$ cat src/rtl/tcred_pkg.sv
// Shared definitions for the token credit allocator.
package tcred_pkg;
    // Allocator phase: enrolment open, or pools live.
    typedef enum logic {
        PH_COLLECT = 1'b0,
        PH_ACTIVE  = 1'b1
    } tcred_phase_e;

    // Larger of two integers, for deriving widths.
    function automatic int tcred_max(input int a, input int b);
        return (a > b) ? a : b;
    endfunction
endpackage

$ cat src/rtl/tcred_setup.sv
// Enrolment and initialisation control.
// Tracks which producer indices are enrolled and how many, and switches to
// the active phase on a valid init pulse. It also yields the per-producer
// share, taken from a table of constant quotients.
// Assumes: enrolment and init are meaningful only in the collect phase.
module tcred_setup
    import tcred_pkg::*;
#(
    parameter int NPROD     = 4,
    parameter int BUF_FLITS = 100,
    parameter int ID_W      = 2,
    parameter int CNT_W     = 7,
    parameter int PC_W      = 3
) (
    input  logic              clk,
    input  logic              rst_n,
    input  logic              reg_valid,
    input  logic [ID_W-1:0]   reg_id,
    input  logic              init_start,
    output logic [NPROD-1:0]  reg_mask,
    output tcred_phase_e      phase,
    output logic              load,
    output logic [CNT_W-1:0]  share,
    output logic              init_err
);
    logic [PC_W-1:0]  count;
    logic [CNT_W-1:0] share_tbl [NPROD+1];
    logic             reg_take;
    logic             init_ok;

    // Constant quotient table indexed by producer count.
    for (genvar g = 0; g <= NPROD; g++) begin : g_share
        if (g == 0) begin : g_zero
            assign share_tbl[g] = '0;
        end else begin : g_div
            assign share_tbl[g] = CNT_W'(BUF_FLITS / g);
        end
    end

    assign share = share_tbl[count];

    // Decide whether this cycle's enrolment and init are accepted.
    always_comb begin
        reg_take = reg_valid && (phase == PH_COLLECT) &&
                   (int'(reg_id) < NPROD) && !reg_mask[reg_id];
        init_ok  = (count != '0) && (int'(count) <= BUF_FLITS);
        load     = init_start && (phase == PH_COLLECT) && init_ok;
    end

    // Enrolment bookkeeping and phase switch.
    always_ff @(posedge clk) begin
        if (!rst_n) begin
            reg_mask <= '0;
            count    <= '0;
            phase    <= PH_COLLECT;
            init_err <= 1'b0;
        end else begin
            if (reg_take) begin
                reg_mask[reg_id] <= 1'b1;
                count            <= count + 1'b1;
            end
            if (init_start && phase == PH_COLLECT) begin
                if (init_ok) begin
                    phase    <= PH_ACTIVE;
                    init_err <= 1'b0;
                end else begin
                    init_err <= 1'b1;
                end
            end
        end
    end
endmodule

$ cat src/rtl/tcred_cost.sv
// Converts a byte length into a token count by flooring division by the
// flit size. Purely combinational; assumes FLIT_BYTES >= 1.
module tcred_cost #(
    parameter int SIZE_W     = 16,
    parameter int FLIT_BYTES = 64,
    parameter int TOK_W      = 16
) (
    input  logic [SIZE_W-1:0] size,
    output logic [TOK_W-1:0]  tokens
);
    localparam int DIV_W = (SIZE_W > 32) ? SIZE_W : 32;

    // Floor of length over flit size.
    always_comb begin
        tokens = TOK_W'(DIV_W'(size) / DIV_W'(FLIT_BYTES));
    end
endmodule

$ cat src/rtl/tcred_pool.sv
// One producer's private token pool.
// It is loaded with the share at init, then debited by granted queries and
// credited by releases. A query and a release in the same cycle merge into
// one update. A result above the share is clamped and flagged.
// Assumes: q_hit/r_hit are asserted only for a live, enrolled producer.
module tcred_pool #(
    parameter int CNT_W = 7,
    parameter int TOK_W = 16,
    parameter int SUM_W = 17
) (
    input  logic             clk,
    input  logic             rst_n,
    input  logic             load,
    input  logic [CNT_W-1:0] share,
    input  logic             q_hit,
    input  logic [TOK_W-1:0] q_tok,
    input  logic             r_hit,
    input  logic [TOK_W-1:0] r_tok,
    output logic             can_take,
    output logic             ovf_now
);
    logic [CNT_W-1:0] level;
    logic [SUM_W-1:0] lvl_x;
    logic [SUM_W-1:0] share_x;
    logic [SUM_W-1:0] take_x;
    logic [SUM_W-1:0] give_x;
    logic [SUM_W-1:0] nxt_x;

    // Merged next count and overflow detection.
    always_comb begin
        lvl_x    = {{(SUM_W-CNT_W){1'b0}}, level};
        share_x  = {{(SUM_W-CNT_W){1'b0}}, share};
        can_take = lvl_x >= {{(SUM_W-TOK_W){1'b0}}, q_tok};
        take_x   = (q_hit && can_take) ? {{(SUM_W-TOK_W){1'b0}}, q_tok} : '0;
        give_x   = r_hit ? {{(SUM_W-TOK_W){1'b0}}, r_tok} : '0;
        nxt_x    = lvl_x + give_x - take_x;
        ovf_now  = (q_hit || r_hit) && (nxt_x > share_x);
    end

    // Pool counter register.
    always_ff @(posedge clk) begin
        if (!rst_n) begin
            level <= '0;
        end else if (load) begin
            level <= share;
        end else if (q_hit || r_hit) begin
            level <= ovf_now ? share : nxt_x[CNT_W-1:0];
        end
    end
endmodule

$ cat src/rtl/token_credit_alloc.sv
// Per-producer token credit allocator, top level.
// Guards a shared receive buffer of BUF_FLITS flits split evenly among up to
// NPROD producers. Queries are answered with a grant or deny pulse one clock
// later. Releases return tokens and pulse a notify one clock later.
// Assumes: one query and one release port, each at most one per cycle.
module token_credit_alloc
    import tcred_pkg::*;
#(
    parameter int NPROD      = 4,
    parameter int BUF_FLITS  = 100,
    parameter int FLIT_BYTES = 64,
    parameter int SIZE_W     = 16
) (
    input  logic                     clk,
    input  logic                     rst_n,
    input  logic                     reg_valid,
    input  logic [((NPROD>1)?$clog2(NPROD):1)-1:0] reg_id,
    input  logic                     init_start,
    input  logic                     q_valid,
    input  logic [((NPROD>1)?$clog2(NPROD):1)-1:0] q_id,
    input  logic [SIZE_W-1:0]        q_size,
    input  logic                     rel_valid,
    input  logic [((NPROD>1)?$clog2(NPROD):1)-1:0] rel_id,
    input  logic [SIZE_W-1:0]        rel_size,
    output logic                     ready,
    output logic                     init_err,
    output logic                     gnt_valid,
    output logic                     dny_valid,
    output logic [((NPROD>1)?$clog2(NPROD):1)-1:0] rsp_id,
    output logic                     ntf_valid,
    output logic [((NPROD>1)?$clog2(NPROD):1)-1:0] ntf_id,
    output logic [SIZE_W-1:0]        ntf_size,
    output logic                     id_err,
    output logic                     ovf_err
);
    localparam int ID_W  = (NPROD > 1) ? $clog2(NPROD) : 1;
    localparam int CNT_W = $clog2(BUF_FLITS + 1);
    localparam int PC_W  = $clog2(NPROD + 1);
    localparam int TOK_W = SIZE_W;
    localparam int SUM_W = tcred_max(CNT_W, TOK_W) + 1;

    logic [NPROD-1:0] reg_mask;
    tcred_phase_e     phase;
    logic             load;
    logic [CNT_W-1:0] share;
    logic [TOK_W-1:0] q_tok;
    logic [TOK_W-1:0] r_tok;
    logic [NPROD-1:0] can_take;
    logic [NPROD-1:0] ovf_vec;
    logic             q_known, q_live, r_known, r_live, grant_now;

    tcred_setup #(
        .NPROD(NPROD), .BUF_FLITS(BUF_FLITS), .ID_W(ID_W),
        .CNT_W(CNT_W), .PC_W(PC_W)
    ) u_setup (
        .clk(clk), .rst_n(rst_n), .reg_valid(reg_valid), .reg_id(reg_id),
        .init_start(init_start), .reg_mask(reg_mask), .phase(phase),
        .load(load), .share(share), .init_err(init_err)
    );

    tcred_cost #(.SIZE_W(SIZE_W), .FLIT_BYTES(FLIT_BYTES), .TOK_W(TOK_W))
        u_qcost (.size(q_size), .tokens(q_tok));

    tcred_cost #(.SIZE_W(SIZE_W), .FLIT_BYTES(FLIT_BYTES), .TOK_W(TOK_W))
        u_rcost (.size(rel_size), .tokens(r_tok));

    // Qualify query and release against enrolment and phase.
    always_comb begin
        q_known   = q_valid && (int'(q_id) < NPROD) && reg_mask[q_id];
        q_live    = q_known && (phase == PH_ACTIVE);
        r_known   = rel_valid && (int'(rel_id) < NPROD) && reg_mask[rel_id];
        r_live    = r_known && (phase == PH_ACTIVE);
        grant_now = q_live && can_take[q_id];
    end

    for (genvar p = 0; p < NPROD; p++) begin : g_pool
        tcred_pool #(.CNT_W(CNT_W), .TOK_W(TOK_W), .SUM_W(SUM_W)) u_pool (
            .clk(clk), .rst_n(rst_n), .load(load && reg_mask[p]),
            .share(share),
            .q_hit(q_live && (int'(q_id) == p)), .q_tok(q_tok),
            .r_hit(r_live && (int'(rel_id) == p)), .r_tok(r_tok),
            .can_take(can_take[p]), .ovf_now(ovf_vec[p])
        );
    end

    assign ready = (phase == PH_ACTIVE);

    // Registered response, notify and error pulses.
    always_ff @(posedge clk) begin
        if (!rst_n) begin
            gnt_valid <= 1'b0;
            dny_valid <= 1'b0;
            rsp_id    <= '0;
            ntf_valid <= 1'b0;
            ntf_id    <= '0;
            ntf_size  <= '0;
            id_err    <= 1'b0;
            ovf_err   <= 1'b0;
        end else begin
            gnt_valid <= grant_now;
            dny_valid <= q_valid && !grant_now;
            rsp_id    <= q_valid ? q_id : '0;
            ntf_valid <= r_live;
            ntf_id    <= r_live ? rel_id : '0;
            ntf_size  <= r_live ? rel_size : '0;
            id_err    <= (q_valid && !q_known) || (rel_valid && !r_known);
            ovf_err   <= |ovf_vec;
        end
    end
endmodule

$ cat config.mk
export PLATFORM = sky130hd
export DESIGN_NAME = token_credit_alloc
export DESIGN_NICKNAME = d
export VERILOG_FILES = /design/src/rtl/tcred_pkg.sv /design/src/rtl/tcred_setup.sv /design/src/rtl/tcred_cost.sv /design/src/rtl/tcred_pool.sv /design/src/rtl/token_credit_alloc.sv
export SDC_FILE = /design/constraint.sdc
export NUM_CORES = 1
export LEC_CHECK = 0
export BUFFER_PORTS_ARGS = -buffer_cell sky130_fd_sc_hd__buf_2
export CORE_MARGIN = 2
export CORE_UTILIZATION = 50
export CTS_CLUSTER_SIZE = 14
export DETAILED_ROUTE_END_ITERATION = 8
export PLACE_DENSITY = 0.78
export SLEW_MARGIN = 20
export SYNTH_ARGS = -nofsm -noshare
export SYNTH_HDL_FRONTEND = slang
export SYNTH_SLANG_ARGS = --single-unit
$ cat constraint.sdc
create_clock -name clk -period 6.7 [get_ports clk]
set_clock_uncertainty 0.2 [all_clocks]
set_input_delay 0.67 -clock clk [delete_from_list [all_inputs] [get_ports clk]]
set_output_delay 0.67 -clock clk [all_outputs]
set_load 0.01 [all_outputs]
==> results of run 1 <==
## metal layers
metal  vias to the layer above  track usage
met2                       311       0.4237
li1                       3276            -
met4                         0       0.1058
met5                         -            0
met1                      3178       0.3512
met3                        62      0.07088
## final cells by class
type,count,area share
Multi-Input combinational cell,682,0.6681
Sequential cell,62,0.1495
Clock buffer,9,0.02713
Antenna cell,1,0.0003015
Tap cell,184,0.02774
Inverter,126,0.05698
Clock inverter,7,0.01176
Timing Repair Buffer,86,0.05849
## Yosys cell counts, types with 7 or more instances
library cell	number	area [µm²]
inv_1	126	473.0
ha_1	118	1476
dfxtp_1	62	1241
nand2_1	56	210.2
nor2_1	48	180.2
a21oi_1	47	235.2
and2_1	40	250.2
o21ai_0	36	180.2
fa_1	32	640.6
nor4_1	22	137.6
a21o_1	21	157.7
xnor2_1	18	157.7
clkbuf_1	17	63.81
mux2i_1	17	170.2
o21a_1	15	112.6
o22ai_1	14	87.58
nor2b_1	13	81.33
nor3_1	13	65.06
nand2b_1	12	75.07
a211oi_1	11	82.58
nand3_1	7	35.03
o21ai_1	7	35.03
## power groups by stage
| stage | Sequential [mW] | Clock, mW | Combinational [mW] |
|---|---|---|---|
| 3_5_place_dp | 0.398 | 0 | 0.431 |
| 3_3_place_gp | 0.398 | 0 | 0.421 |
| 5_1_grt | 0.392 | 0.526 | 0.489 |
| 2_1_floorplan | 0.396 | 0 | 0.311 |
| 6_report | 0.391 | 0.512 | 0.441 |
| 4_1_cts | 0.391 | 0.510 | 0.436 |
## through the flow
stage | worst slack, ps | power [mW] | area [µm²]
floorplan | 715.4 | 0.7079 | 7328
global placement | 309.0 | 0.8187 | 7975
detailed placement | 295.6 | 0.8297 | 7975
CTS | 535.0 | 1.336 | 8298
global route | 55.20 | 1.407 | 8298
finish | 456.6 | 1.344 | 8300
## worst max-delay path by stage
stage | endpoint | slack (ps) | depth (start not counted)
5_1_grt | g_pool[3].u_pool.level[1]$_SDFFE_PN0P_ | 60 | 27
2_1_floorplan | g_pool[0].u_pool.level[2]$_SDFFE_PN0P_ | 720 | 24
6_report | g_pool[0].u_pool.level[2]$_SDFFE_PN0P_ | 460 | 26
4_1_cts | g_pool[0].u_pool.level[2]$_SDFFE_PN0P_ | 530 | 26
3_3_place_gp | g_pool[0].u_pool.level[2]$_SDFFE_PN0P_ | 310 | 26
3_5_place_dp | g_pool[0].u_pool.level[2]$_SDFFE_PN0P_ | 300 | 26
## state kept, by name, indices dropped and copies added, names as in the netlist
name / flops
id_err: 1
g_pool.u_pool.level: 28
ntf_valid: 1
ovf_err: 1
gnt_valid: 1
u_setup.count: 3
u_setup.phase: 1
u_setup.init_err: 1
dny_valid: 1
ntf_size: 16
ntf_id: 2
rsp_id: 2
u_setup.reg_mask: 4
## cell families (layout without fill, tap and decap cells)
group / count (synthesis) / after routing / share of synthesized area
adders and majority gates: 150 / 150 / 0.2911
DFF: 62 / 62 / 0.1707
other: 1 / 17 / 0.0005157
buffers and inverters: 144 / 228 / 0.07450
and+or+nand+nor: 251 / 251 / 0.1836
AOI/OAI and AO/OA: 219 / 219 / 0.2149
xor gates and xnor gates: 24 / 24 / 0.02891
muxes: 22 / 22 / 0.03579
## critical path: stages
cell       delay [ps]
buf_2             220
ha_1              270
nand2b_1          140
a21oi_1           140
nor2b_1            50
o21ai_0           150
a21oi_1           100
o31ai_1           290
buf_4             220
nor4_1             70
fa_1              520
inv_1              50
ha_1              330
nor2b_1           170
o31ai_2           350
nor2b_1           210
xnor2_1           190
ha_1              310
a211oi_1          230
o21a_1            140
a21oi_1            90
a2111oi_4         400
o311ai_4          200
a21o_1            280
and2_4            190
a2111oi_4         260
==> impl_metrics.yaml, run 1 <==
yosys:
  synth-async-reset-ratio: 0
  seq_area_frac_synth: 0.1707
  avgSynthCellArea_um2: 8.330
  ys_types: 76
  yosys_warnings: 0
  synth_area_um2: 7272
  synth_edf_count: 0
  synth_seq_cells: 62
  synth_flop_cell: "dfxtp_1"
  synthCells: 873
worst_setup_path:
  cp-start-kind: "primary input"
  reg2reg_from: "g_pool[0].u_pool.level[0]$_SDFFE_PN0P_"
  crit_arrival_ps: 6270
  startpoint: "q_size[6]"
  worstPathMaxFanout: 8
  worstSetupPathType: "primary input to flip-flop"
  required_ps: 6730
  rrSetupSlack_ps: 620
  cp-end-kind: "flip-flop"
  r2r_end: "g_pool[0].u_pool.level[2]$_SDFFE_PN0P_"
  r2r_cells: 26
clock_tree:
  cts_buffers: 9
  clk_pin_slew_ps: 60
  cts_tree: "yes"
  cts-root-buf: "clkbuf_16"
  cts_hold_buf: 0
  cts_buffer_depth: 2
  postCtsResizedCells: 0
  cts_max_level: 3
  clock_sinks: 62
  postCtsSetupBuffers: 0
  clk_latency_ps: 330
layout:
  final_cells: 1157
  layout-drive-gt1-share: 0.1307
  nNetsFinal: 1161
  fillers: 1287
  final_cell_mix: "inv_1 (126), ha_1 (118), buf_2 (64)"
  multi_input_area_um2: 5545
  post-route-util: 0.5777
  final_common_cell: "inv_1"
  regArea_um2: 1241
  syn2layout_area_growth_pct: 14.14
power_and_ir_drop:
  p_sw_frac: 0.3388
  switchingPower_mw: 0.4553
  peakVddDrop_v: 0.0001306
  p_seq_frac: 0.291
  pwr_density_cell_nw_per_um2: 161.9
  combPwrFrac: 0.328
  leakage_nw: 4.048
  p_int_mw: 0.8886
  p_clk_frac: 0.381
drt:
  antenna_left: 0
  routedWlPerCell_um: 17.76
  met1_length_mm: 8.731
  drtIter0Drc: 550
  viasPerCell: 5.901
  top_layer: "met4"
  wirelength_mm: 20.55
  vias: 6827
  dr.pass1.iters: 6
  dr_wl_met3_mm: 1.886
  wl_met2_mm: 9.102
  drc: 0
sta:
  whs_ps: 247.1
  fin_crit_sh: 0.9318
  rsz0062_at_grt: "false"
  worst_pin_slew_ps: 950.2
  finalSetupTns_ps: 0
  slew_headroom: 0.3654
  finalMaxSlewViolations: 0
  timing.fmax_mhz: 160.2
  hold_viol_final: 0
  fin_crit_ps: 6243
  finalSetupViolations: 0
place:
  dpl.hpwl_mm: 15.85
  port_buffers: 64
  place_congestion: 0.9591
  place_inst: 1140
floorplan:
  row_count: 44
  die_h_um: 124.6
  start_util: 0.5061
  core_area_um2: 14370
  ioPinCount: 71
  die_area_um2: 15530
  die_x_um: 124.6
run:
  max_cap_viol_count: 0
grt:
  track_usage: 0.2686
  grt_max_degree: 21
  grt-ovfl-total: 0
  grt_pass1_vias: 6495
  grt_pass1_wl_mm: 33.43
  antenna_found_initial: 1
run_status:
  outcome: "complete, no violations"
min_path:
  hold_depth: 2
  hold_end: "g_pool[3].u_pool.level[0]$_SDFFE_PN0P_"
  hp-class: "flip-flop to flip-flop"
  holdCritStartpoint: "g_pool[3].u_pool.level[0]$_SDFFE_PN0P_"
(Power assumes the default switching activity.)
==> run 2: changes to the inputs <==
--- a/config.mk
+++ b/config.mk
@@ -8,6 +8,7 @@
 export BUFFER_PORTS_ARGS = -buffer_cell sky130_fd_sc_hd__buf_2
 export CORE_MARGIN = 2
 export CORE_UTILIZATION = 50
+export CTS_BUF_LIST = sky130_fd_sc_hd__clkbuf_8 sky130_fd_sc_hd__clkbuf_16
 export CTS_CLUSTER_SIZE = 14
 export DETAILED_ROUTE_END_ITERATION = 8
 export PLACE_DENSITY = 0.78
==> constraint.sdc (replaced) <==
create_clock -name clk -period 6.7 [get_ports clk]
set_clock_uncertainty 0.2 [all_clocks]
set_input_delay 1.005 -clock clk [delete_from_list [all_inputs] [get_ports clk]]
set_output_delay 1.005 -clock clk [all_outputs]
set_load 0.01 [all_outputs]
==> run 2 against run 1 <==
Effect of this change: via count increased by 1.5%; largest power group is now combinational cells; worst setup slack got worse by 120 ps; clock power decreased by 16%; first-iteration DRC count increased by 20%; cell area increased by 0.38%; register-to-register slack improved by 160 ps.
==> impl_metrics.yaml, run 2 (synthesized netlist as in run 1, its figures left out) <==
layout:
  final_cell_mix: "inv_1 (126), ha_1 (118), buf_2 (64)"
  top_register: "g_pool.u_pool.level"
  regArea_um2: 1241
  multi_input_area_um2: 5575
  largest_reg_flops: 28
  antenna_cells: 0
  layout-drive-gt1-share: 0.1430
  nNetsFinal: 1168
  reg_top3: "g_pool.u_pool.level x28, ntf_size x16, u_setup.reg_mask x4"
  post-route-util: 0.5799
  syn2layout_area_growth_pct: 14.57
  fillers: 1290
  final_common_cell: "inv_1"
floorplan:
  core_area_um2: 14370
  ioPinCount: 71
  die_h_um: 124.6
  die_area_um2: 15530
  die_x_um: 124.6
  start_util: 0.5061
  row_count: 44
power_and_ir_drop:
  p_int_mw: 0.8186
  leakage_nw: 4.071
  p_clk_frac: 0.338
  peakVddDrop_v: 0.00009472
  combPwrFrac: 0.353
  total_power_mw: 1.270
  pwr_density_cell_nw_per_um2: 152.5
  switchingPower_mw: 0.4519
  p_seq_frac: 0.309
  p_sw_frac: 0.3557
sta:
  fin_crit_sh: 0.9492
  whs_ps: 268.0
  worst_pin_slew_ps: 882.5
  worst_slack_ps: 340.1
  slew_headroom: 0.4106
  finalSetupViolations: 0
  fin_crit_ps: 6360
  hold_viol_final: 0
  timing.fmax_mhz: 157.2
  finalMaxSlewViolations: 0
min_path:
  holdCritStartpoint: "g_pool[3].u_pool.level[0]$_SDFFE_PN0P_"
  hp-class: "flip-flop to flip-flop"
  hold_end: "g_pool[3].u_pool.level[0]$_SDFFE_PN0P_"
  hold_depth: 2
drt:
  antenna_left: 0
  vias: 6930
  routedWlPerCell_um: 18.01
  viasPerCell: 5.959
  wirelength_mm: 20.94
  dr.pass1.iters: 5
  drtIter0Drc: 658
  drc: 0
place:
  port_buffers: 64
  dpl.hpwl_mm: 16.20
  place_ws_ps: 52.22
  place_congestion: 0.9679
grt:
  grt-ovfl-total: 0
  grt_pass1_wl_mm: 33.83
  grt_max_degree: 21
  track_usage: 0.2700
  grt_pass1_vias: 6625
  antenna_found_initial: 0
run_status:
  outcome: "complete, no violations"
worst_setup_path:
  worstPathMaxFanout: 8
  r2r_end: "g_pool[1].u_pool.level[1]$_SDFFE_PN0P_"
  cp-end-kind: "flip-flop"
  required_ps: 6730
  reg2reg_from: "u_setup.reg_mask[3]$_SDFFE_PN0P_"
  rrSetupSlack_ps: 780
  worstSetupPathType: "primary input to flip-flop"
  cp-start-kind: "primary input"
  crit_arrival_ps: 6390
  r2r_cells: 22
clock_tree:
  postCtsSetupBuffers: 0
  cts_tree: "yes"
  cts_max_level: 3
  cts-root-buf: "clkbuf_16"
  clock_sinks: 62
  cts_buffer_depth: 2
  clk_latency_ps: 330
  clk_pin_slew_ps: 60
  cts_buffers: 9
run:
  max_cap_viol_count: 0
==> run 2: changes by cell type in the layout (fill, tap and decap cells not counted), sizes merged <==
cell / delta
bufinv: -2
buf: +7
diode: -1
clkinv: +3
clkinvlp: -1
==> run 2: layout make-up <==
class	count	share of cell area
Multi-Input combinational cell	682	0.6692
Sequential cell	62	0.1490
Timing Repair Buffer	93	0.06457
Inverter	126	0.05677
Tap cell	184	0.02763
Clock buffer	9	0.02703
Clock inverter	7	0.005857
==> run 2: stage by stage <==
step / cell area [µm²] / TNS, ps / std cells
final: 8332 / 0 / 1163
after CTS: 8302 / 0 / 1163
after global routing: 8332 / -6.748 / 1163
after detailed placement: 8028 / 0 / 1147
after floorplan: 7328 / 0 / 888
after global placement: 8028 / 0 / 1147
==> run 2: worst max path at each step <==
stage,startpoint,end,slack (ps),cells after the start
2_1_floorplan,q_size[7],g_pool[0].u_pool.level[2]$_SDFFE_PN0P_,380,24
3_3_place_gp,q_size[7],g_pool[3].u_pool.level[3]$_SDFFE_PN0P_,140,25
3_5_place_dp,q_size[6],g_pool[0].u_pool.level[4]$_SDFFE_PN0P_,50,28
4_1_cts,q_size[7],g_pool[0].u_pool.level[4]$_SDFFE_PN0P_,310,27
5_1_grt,q_size[6],g_pool[0].u_pool.level[4]$_SDFFE_PN0P_,-7,28
6_report,q_size[6],g_pool[0].u_pool.level[4]$_SDFFE_PN0P_,340,26
==> run 2: per-layer routing <==
metal	global-route usage	routed length, µm	vias to the layer above	share of wire
met2	0.4208	9279	316	0.44
met1	0.3677	8961	3249	0.43
met4	0.1084	849	0	0.041
met3	0.05326	1854	73	0.089
li1	-	-	3292	-
met5	0	0	-	0
==> run 2: timing repair <==
item / in CTS / in global routing
setup endpoints to repair: 0 / 13
hold buffers: 0 / 0
resized for setup: 0 / 6
hold endpoints to repair: 0 / 0
==> run 2: worst max-delay path, cell delays in order <==
cell and delay (ps):
buf_2 230, ha_1 270, nand2b_1 140, a21oi_1 140
nor2b_1 60, o21ai_0 170, a21oi_1 100, o31ai_2 240
buf_4 220, nor4_1 80, fa_1 520, inv_1 40
ha_1 300, nor2b_2 170, o31ai_2 220, nor2b_1 200
xnor2_1 180, ha_1 310, a211oi_1 240, o21a_1 150
a21oi_1 100, a2111oi_4 410, o311ai_4 210, a21o_1 250
buf_4 150, a221oi_1 300
==> run 2: power groups by stage <==
stage | combinational (mW) | clock, mW | sequential [mW]
floorplan | 0.311 | 0 | 0.396
global placement | 0.425 | 0 | 0.399
detailed placement | 0.437 | 0 | 0.399
CTS | 0.440 | 0.429 | 0.391
global route | 0.495 | 0.448 | 0.393
finish | 0.449 | 0.429 | 0.392
